`src/rtl/svcv_pkg.sv`:
```
package svcv_pkg;

    localparam int NBUS    = 2;
    localparam int WORD_W  = 16;
    localparam int ADDR_W  = 5;
    localparam int CNT_W   = 6;
    localparam logic [ADDR_W-1:0] BCAST_ADDR = 5'h1F;

    typedef struct packed {
        logic [ADDR_W-1:0] rta;
        logic              tx;
        logic [4:0]        sa;
        logic [4:0]        wc;
    } cmd_t;

    function automatic logic is_mode(input cmd_t c);
        return (c.sa == 5'd0) || (c.sa == 5'd31);
    endfunction

    function automatic logic is_reserved(input logic [WORD_W-1:0] w);
        cmd_t c;
        c = cmd_t'(w);
        return is_mode(c) &&
               (((c.wc >= 5'd9) && (c.wc <= 5'd15)) || (c.wc >= 5'd22));
    endfunction

    function automatic logic [CNT_W-1:0] words_expected(input logic [WORD_W-1:0] w);
        cmd_t c;
        c = cmd_t'(w);
        if (c.tx)
            return '0;
        else if (is_mode(c))
            return {{(CNT_W-1){1'b0}}, c.wc[4]};
        else if (c.wc == 5'd0)
            return CNT_W'(32);
        else
            return {1'b0, c.wc};
    endfunction

    function automatic logic addr_hit(input logic [WORD_W-1:0] w,
                                      input logic [ADDR_W-1:0] own);
        cmd_t c;
        c = cmd_t'(w);
        return (c.rta == own) || (c.rta == BCAST_ADDR);
    endfunction

endpackage

```
`src/rtl/svcv_frame_check.sv`:
```
module svcv_frame_check
    import svcv_pkg::*;
#(
    parameter int GAP_CYC = 250
) (
    input  logic              clk,
    input  logic              rst,
    input  logic              stb,
    input  logic              csync,
    input  logic [WORD_W-1:0] word,
    input  logic              par,
    input  logic              merr,
    input  logic [ADDR_W-1:0] own_addr,
    output logic              cmd_ok,
    output logic              data_ok
);
    localparam int GW = $clog2(GAP_CYC + 1);

    logic          recent;
    logic [GW-1:0] gap_cnt;
    logic          coded_ok;

    always_comb begin
        coded_ok = !merr && (^{word, par});
        cmd_ok   = stb && csync && coded_ok && addr_hit(word, own_addr) && !recent;
        data_ok  = stb && !csync && coded_ok && recent;
    end

    // contiguity window per bus
    always_ff @(posedge clk) begin
        if (rst) begin
            recent  <= 1'b0;
            gap_cnt <= '0;
        end else if (stb) begin
            recent  <= cmd_ok || data_ok;
            gap_cnt <= '0;
        end else if (recent) begin
            if (gap_cnt == GW'(GAP_CYC - 1))
                recent <= 1'b0;
            else
                gap_cnt <= gap_cnt + 1'b1;
        end
    end

endmodule

```
`src/rtl/svcv_seq_tracker.sv`:
```
module svcv_seq_tracker
    import svcv_pkg::*;
(
    input  logic                     clk,
    input  logic                     rst,
    input  logic [NBUS-1:0]          cmd_ok,
    input  logic [NBUS-1:0]          data_ok,
    input  logic [NBUS*WORD_W-1:0]   words,
    output logic                     start,
    output logic [WORD_W-1:0]        start_word,
    output logic                     act_bus,
    output logic                     pending,
    output logic                     dword_stb,
    output logic [WORD_W-1:0]        dword
);
    logic             sel;
    logic [CNT_W-1:0] left;

    // lowest bus index wins a tie
    always_comb begin
        start = 1'b0;
        sel   = 1'b0;
        for (int i = NBUS - 1; i >= 0; i--) begin
            if (cmd_ok[i]) begin
                start = 1'b1;
                sel   = i[0];
            end
        end
        start_word = words[sel*WORD_W +: WORD_W];
        pending    = (left != '0);
    end

    always_ff @(posedge clk) begin
        if (rst) begin
            act_bus   <= 1'b0;
            left      <= '0;
            dword_stb <= 1'b0;
            dword     <= '0;
        end else begin
            dword_stb <= 1'b0;
            if (start) begin
                act_bus <= sel;
                left    <= words_expected(start_word);
            end else if (data_ok[act_bus] && pending) begin
                left      <= left - 1'b1;
                dword_stb <= 1'b1;
                dword     <= words[act_bus*WORD_W +: WORD_W];
            end
        end
    end

endmodule

```
`src/rtl/svcv_cmd_strobe.sv`:
```
module svcv_cmd_strobe
    import svcv_pkg::*;
#(
    parameter int STRB_CYC = 62
) (
    input  logic              clk,
    input  logic              rst,
    input  logic              start,
    input  logic [WORD_W-1:0] word,
    input  logic              ext_illegal,
    output logic              vcmd_n,
    output logic              strobe_on,
    output logic [WORD_W-1:0] hwy,
    output logic              illegal
);
    localparam int SW = $clog2(STRB_CYC + 1);

    logic [SW-1:0] cnt;
    logic          rsv_q;

    always_comb begin
        strobe_on = (cnt != '0);
        vcmd_n    = !strobe_on;
    end

    always_ff @(posedge clk) begin
        if (rst) begin
            cnt     <= '0;
            hwy     <= '0;
            rsv_q   <= 1'b0;
            illegal <= 1'b0;
        end else if (start) begin
            cnt   <= SW'(STRB_CYC);
            hwy   <= word;
            rsv_q <= is_reserved(word);
        end else if (strobe_on) begin
            cnt <= cnt - 1'b1;
            if (cnt == SW'(1)) begin
                hwy     <= '0;
                illegal <= ext_illegal || rsv_q;
            end
        end
    end

endmodule

```
`src/rtl/dual_bus_cmd_validator.sv`:
```
module dual_bus_cmd_validator
    import svcv_pkg::*;
#(
    parameter int GAP_CYC  = 250,
    parameter int STRB_CYC = 62
) (
    input  logic                   clk,
    input  logic                   rst,
    input  logic [ADDR_W-1:0]      rt_addr,
    input  logic [NBUS-1:0]        rx_stb,
    input  logic [NBUS-1:0]        rx_csync,
    input  logic [NBUS*WORD_W-1:0] rx_word,
    input  logic [NBUS-1:0]        rx_par,
    input  logic [NBUS-1:0]        rx_merr,
    input  logic                   ext_illegal,
    output logic                   vcmd_n,
    output logic [WORD_W-1:0]      hwy,
    output logic                   illegal,
    output logic                   seq_active,
    output logic                   act_bus,
    output logic                   dword_stb,
    output logic [WORD_W-1:0]      dword
);
    logic [ADDR_W-1:0] own_addr;
    logic [NBUS-1:0]   cmd_ok;
    logic [NBUS-1:0]   data_ok;
    logic              cmd_start;
    logic [WORD_W-1:0] start_word;
    logic              pending;
    logic              strobe_on;

    always_ff @(posedge clk) begin
        if (rst)
            own_addr <= rt_addr;
    end

    for (genvar b = 0; b < NBUS; b++) begin : g_bus
        svcv_frame_check #(.GAP_CYC(GAP_CYC)) u_fc (
            .clk      (clk),
            .rst      (rst),
            .stb      (rx_stb[b]),
            .csync    (rx_csync[b]),
            .word     (rx_word[b*WORD_W +: WORD_W]),
            .par      (rx_par[b]),
            .merr     (rx_merr[b]),
            .own_addr (own_addr),
            .cmd_ok   (cmd_ok[b]),
            .data_ok  (data_ok[b])
        );
    end

    svcv_seq_tracker u_seq (
        .clk        (clk),
        .rst        (rst),
        .cmd_ok     (cmd_ok),
        .data_ok    (data_ok),
        .words      (rx_word),
        .start      (cmd_start),
        .start_word (start_word),
        .act_bus    (act_bus),
        .pending    (pending),
        .dword_stb  (dword_stb),
        .dword      (dword)
    );

    svcv_cmd_strobe #(.STRB_CYC(STRB_CYC)) u_strb (
        .clk         (clk),
        .rst         (rst),
        .start       (cmd_start),
        .word        (start_word),
        .ext_illegal (ext_illegal),
        .vcmd_n      (vcmd_n),
        .strobe_on   (strobe_on),
        .hwy         (hwy),
        .illegal     (illegal)
    );

    assign seq_active = strobe_on || pending;

endmodule

```
`config.mk`:
```
export PLATFORM = sky130hd
export DESIGN_NAME = dual_bus_cmd_validator
export DESIGN_NICKNAME = d
export VERILOG_FILES = /design/src/rtl/svcv_pkg.sv /design/src/rtl/svcv_frame_check.sv /design/src/rtl/svcv_seq_tracker.sv /design/src/rtl/svcv_cmd_strobe.sv /design/src/rtl/dual_bus_cmd_validator.sv
export SDC_FILE = /design/constraint.sdc
export NUM_CORES = 1
export LEC_CHECK = 0
export BUFFER_PORTS_ARGS = -buffer_cell sky130_fd_sc_hd__buf_2
export CAP_MARGIN = 30
export CORE_MARGIN = 4
export CORE_UTILIZATION = 34
export DETAILED_ROUTE_END_ITERATION = 8
export PLACE_DENSITY_LB_ADDON = 0.2
export SLEW_MARGIN = 10
export SYNTH_ARGS = -nofsm -noshare
export SYNTH_HDL_FRONTEND = slang
export SYNTH_SLANG_ARGS = --single-unit
```
`constraint.sdc`:
```
create_clock -name clk -period 3.35 [get_ports clk]
set_clock_uncertainty 0.15 [all_clocks]
set_input_delay 0.67 -clock clk [delete_from_list [all_inputs] [get_ports clk]]
set_output_delay 0.67 -clock clk [all_outputs]
set_load 0.01 [all_outputs]
```
==> impl_metrics.json, run 1 <==
{
  "end_kind": "flip-flop",
  "regArea_um2": 1470,
  "ys_types": 51,
  "grt_pass1_wl_mm": 17.8,
  "synth_nets": 504,
  "setup_ws_ps": 276,
  "leakage_nw": 2.08,
  "cts_tree": "done",
  "ys_warn_count": 0,
  "clock_power_share_pct": 39.9,
  "cp.arrival_ps": 3150,
  "rsz0062_at_grt": "false",
  "synth_area_um2": 4070,
  "dr_total_vias": 3545,
  "clk_pin_slew_ps": 50,
  "grt_max_degree": 35,
  "row_count": 39,
  "synth_edf_count": 5,
  "drc_errors": 0,
  "intPower_mw": 1.80,
  "yosysSeqAreaShare_pct": 36.1,
  "drv_cap": 0,
  "drt_wl_total_mm": 10.8,
  "io_pins": 85,
  "max_slew_margin_pct": 55.5,
  "grt_pass1_vias": 3555,
  "cp_max_fo": 8,
  "fmax_mhz": 325,
  "place_inst": 675,
  "avgSynthCellArea_um2": 9.17,
  "clock_latency_ps": 340,
  "cts_root_buf": "clkbuf_16",
  "fin_cells": 691,
  "hp-class": "reg2reg",
  "synth_ff_type": "dfxtp_1",
  "vdd_drop_max_mv": 0.288,
  "design_area_um2": 5060,
  "post_cts_resized": 0,
  "clock-sinks": 71,
  "multiInputGateArea_um2": 2460,
  "numCtsBuffers": 9,
  "dr.pass1.iters": 4,
  "seqPwrFrac_pct": 37.2,
  "syn_inst": 444,
  "grt_usage_pct": 16.0,
  "die_h_um": 117,
  "fillers": 1143,
  "finalSetupViolations": 0,
  "synth_area_leader_cell": "dfxtp_1",
  "netlist_top_cells_area": "dfxtp_1 32%, mux2i_1 6.4%, nor2_1 5.4%, xnor2_1 4.7%, xor2_1 3.9%",
  "final_cell_mix": "84 x buf_2, 66 x dfxtp_1, 59 x nor2_1",
  "routed_via_density": 5.13,
  "hold_viol_final": 0,
  "drt_iter0_markers": 167,
  "critPathKind": "in2reg",
  "finalMaxSlewViolations": 0,
  "place_ws_ps": -45.5,
  "core_area_um2": 11600,
  "antenna_left": 0,
  "outcome": "finished clean",
  "grt_remaining_overflow": 0,
  "cts_buffer_depth": 2,
  "power_density_nw_per_um2": 489,
  "drive_gt1_share_pct": 27.2,
  "power_frac_comb_pct": 22.9,
  "fin_util_pct": 43.8,
  "ys_ff_latch": 71,
  "synth_async_sr_flop_share_pct": 0,
  "period_needed_ps": 3070,
  "die_area_um2": 13800,
  "final_common_cell": "buf_2",
  "hpwl_mm": 8.37,
  "routedWlPerCell_um": 15.6,
  "area_growth_pct": 24.3,
  "cp-start-kind": "input pin",
  "crit_required_ps": 3430,
  "antenna_found_initial": 0,
  "hold_buffers": 0,
  "initial_utilization_pct": 35.2,
  "place_congestion": 0.855,
  "htreeDepth": 3,
  "period_share_pct": 91.8,
  "p_sw_uw": 676,
  "diodes": 0,
  "tightest_slew_ps": 668,
  "io_buffers": 84,
  "sw_frac_of_total_pct": 27.3,
  "place_area_um2": 4750,
  "final_nets": 603,
  "dieWidth_um": 117,
  "yosys.area.top_type_share_pct": 32.5,
  "cts_setup_buffers": 0
}
==> kinds of logic after synthesis <==
group	Yosys count	synth area share [%]
compound gates	96	16.1
xor+xnor	48	12.9
fa+ha+maj	12	3.69
buf+inv	27	3.38
flops	71	36.1
mux	26	6.39
simple gates	164	21.3
==> power by group through the flow <==
stage / registers, mW / clock network (mW) / logic [mW]
finish: 0.922 / 0.988 / 0.567
global route: 0.928 / 1.04 / 0.637
CTS: 0.923 / 1.01 / 0.573
detailed placement: 0.941 / 0 / 0.569
global placement: 0.940 / 0 / 0.563
floorplan: 0.936 / 0 / 0.397
==> layer usage <==
layer	up-vias	global-route usage, %	wire length, um
met2	83	25.7	4920
met3	14	4.48	563
met1	1655	20.6	5090
met4	0	5.65	210
met5	-	0	0
li1	1793	-	-
==> stage by stage <==
stage	setup TNS, ps	power, mW	hold slack (ps)
after CTS	0	2.51	311
after global routing	0	2.61	350
after floorplan	0	1.33	304
final	0	2.48	305
after detailed placement	-401	1.51	298
after global placement	-45.8	1.50	282
==> cells in the mapped netlist, types with 7 or more instances <==
cell type / n
xor2_1: 18
nor3_1: 11
xnor2_1: 22
and2_1: 7
nor2_1: 59
nand3_1: 8
a211oi_1: 9
a211oi_2: 11
nand4_1: 8
mux2i_1: 26
clkbuf_1: 10
ha_1: 12
dfxtp_1: 66
inv_1: 7
a21oi_1: 28
o21ai_0: 18
nand2b_1: 8
nand2_1: 24
==> worst max-delay path, stage by stage <==
cell and delay [ps]:
buf_2 120, ha_1 330, xnor3_1 360, xnor3_1 220
xnor3_2 290, nor4_4 280, buf_4 200, nand2b_1 180
buf_4 180, nor2_1 70, a32o_1 250
==> cell type report <==
class                           count  area share [%]
Clock inverter                      2           0.717
Tap cell                          143            3.53
Multi-Input combinational cell    346            48.6
Clock buffer                       14            5.41
Timing Repair Buffer              108            12.1
Sequential cell                    71            29.1
Inverter                            7           0.519
==> path summary, 6_finish.rpt <==
check | to | slack (ps) | startpoint | cells past startpoint
max | u_seq.left[0] | 280 | rx_word[11] | 11
min | u_strb.hwy[5] | 310 | u_strb.hwy[5] | 2
max reg2reg | u_seq.left[3] | 750 | own_addr[3] | 9
min reg2reg | u_strb.hwy[5] | 310 | u_strb.hwy[5] | 2
==> state kept, by name (all words and copies together), names as in the netlist <==
register	flops
g_bus.u_fc.gap_cnt	16
u_seq.dword	16
u_strb.hwy	16
u_seq.left	6
u_strb.cnt	6
own_addr	5
g_bus.u_fc.recent	2
u_seq.act_bus	1
u_seq.dword_stb	1
u_strb.illegal	1
u_strb.rsv_q	1
(Power assumes the default switching activity.)
==> run 2: changes to the inputs <==
==> constraint.sdc (replaced) <==
create_clock -name clk -period 3.35 [get_ports clk]
set_clock_uncertainty 0.15 [all_clocks]
set_input_delay 0.5025 -clock clk [delete_from_list [all_inputs] [get_ports clk]]
set_output_delay 0.5025 -clock clk [all_outputs]
set_load 0.01 [all_outputs]
==> run 2 against run 1 <==
Net effect: first-iteration DRC count shrank 8.4%; non-clock buffer count is 12 lower; sequential share of layout area increased by 0.39 points; via count shrank 0.79%; combinational power down 3.7%; clock power rose by 7%; design area decreased by 1.3%.
==> impl_metrics.json, run 2 (synthesized netlist as in run 1, its figures left out) <==
{
  "whs_ps": 185,
  "clock_power_share_pct": 41.9,
  "grt_usage_pct": 16.0,
  "routed_via_density": 5.18,
  "place_area_um2": 4660,
  "dieWidth_um": 117,
  "final_common_cell": "buf_2",
  "cts_buffer_depth": 2,
  "initial_utilization_pct": 35.2,
  "dr.pass1.iters": 4,
  "cts_tree": "done",
  "antenna_found_initial": 0,
  "finalPower_mw": 2.53,
  "grtUsageMet2_pct": 25.9,
  "r2r-start": "own_addr[3]",
  "cts_root_buf": "clkbuf_16",
  "setup_ws_ps": 438,
  "outcome": "finished clean",
  "core_area_um2": 11600,
  "hp-class": "in2reg",
  "drt_wl_total_mm": 10.8,
  "end_kind": "flip-flop",
  "numCtsBuffers": 9,
  "p_sw_uw": 691,
  "grt_max_degree": 42,
  "power_frac_comb_pct": 21.6,
  "row_count": 39,
  "critPathCapture": "u_seq.left[0]",
  "drt_iter0_markers": 153,
  "hold_viol_final": 0,
  "rsz0062_at_grt": "false",
  "final_cell_mix": "84 x buf_2, 66 x dfxtp_1, 59 x nor2_1",
  "grt_pass1_wl_mm": 17.8,
  "clock-sinks": 71,
  "hold_buffers": 0,
  "diodes": 0,
  "vdd_drop_max_mv": 0.287,
  "sw_frac_of_total_pct": 27.3,
  "seqPwrFrac_pct": 36.5,
  "cp-start-kind": "input pin",
  "die_area_um2": 13800,
  "reg2reg_slack_ps": 600,
  "io_buffers": 84,
  "finalSetupViolations": 0,
  "finalMaxSlewViolations": 0,
  "htreeDepth": 3,
  "largestRegisters": "g_bus.u_fc.gap_cnt x16, u_seq.dword x16, u_strb.hwy x16",
  "grt_pass1_vias": 3550,
  "crit_required_ps": 3430,
  "drc_errors": 0,
  "max_slew_margin_pct": 45.7,
  "tightest_slew_ps": 815,
  "hpwl_mm": 8.29,
  "grt_remaining_overflow": 0,
  "fmax_mhz": 343,
  "post_cts_resized": 0,
  "dr_total_vias": 3517,
  "clock_latency_ps": 340,
  "area_growth_pct": 22.7,
  "die_h_um": 117,
  "design_area_um2": 4990,
  "critPathKind": "in2reg",
  "fillers": 1173,
  "cp-startpoint": "rx_word[11]",
  "fin_util_pct": 43.2,
  "fin_cells": 679,
  "cp.arrival_ps": 2990,
  "antenna_left": 0,
  "intPower_mw": 1.84,
  "reg2regPathDepth": 8,
  "place_inst": 663,
  "period_needed_ps": 2910,
  "leakage_nw": 2.03,
  "place_congestion": 0.820,
  "period_share_pct": 86.9,
  "busiest_layer": "met2",
  "drv_cap": 0,
  "clk_pin_slew_ps": 60,
  "r2r_end": "u_seq.left[0]",
  "cp_max_fo": 8,
  "power_density_nw_per_um2": 506,
  "place_ws_ps": 51.9,
  "drive_gt1_share_pct": 25.9,
  "fin_setup_tns_ps": 0,
  "cts_setup_buffers": 0,
  "io_pins": 85,
  "final_nets": 591,
  "use_met1_pct": 20.3,
  "gr-usage-met3_pct": 5.53,
  "routedWlPerCell_um": 15.9
}
[run 2: cell types whose count changed in the layout (fill, tap and decap cells not counted), sizes merged]
cell,before,now
inv,8,7
clkinvlp,0,2
clkinv,0,1
clkbuf,14,11
bufinv,1,2
buf,108,96
[run 2: how the worst min path moves through the flow]
stage,startpoint,endpoint,cells after the start
floorplan,g_bus[0].u_fc.gap_cnt[5],g_bus[0].u_fc.gap_cnt[5],2
global placement,u_strb.hwy[0],u_strb.hwy[0],2
detailed placement,u_strb.hwy[5],u_strb.hwy[5],2
CTS,rt_addr[4],own_addr[4],1
global route,rt_addr[0],own_addr[0],1
finish,rt_addr[4],own_addr[4],1
[run 2: cell type report]
cell class	instances	area [um^2]	share of cell area, %
Clock buffer	11	253	5.06
Clock inverter	5	80.1	1.60
Inverter	7	26.3	0.526
Multi-Input combinational cell	346	2460	49.3
Sequential cell	71	1470	29.5
Tap cell	143	179	3.58
Timing Repair Buffer	96	523	10.5
[run 2: power by group through the flow]
stage	Combinational [mW]	Sequential, mW	Clock (mW)
after CTS	0.554	0.924	1.08
after global placement	0.542	0.940	0
final	0.546	0.923	1.06
after detailed placement	0.549	0.942	0
after floorplan	0.397	0.936	0
after global routing	0.613	0.928	1.12
[run 2: worst max-delay path, cell delays in order]
cell and delay [ps]:
buf_2 110, ha_1 330, xnor3_1 350, xnor3_1 220
xnor3_2 310, nor4_4 420, nand2b_1 230, buf_4 190
nor2_1 70, a32o_1 260
[run 2: layer usage]
layer | vias to the layer above | part of all wire, %
met1 | 1643 | 45
met5 | - | 0
li1 | 1760 | -
met2 | 104 | 48
met4 | 0 | 1.1
met3 | 10 | 6.0
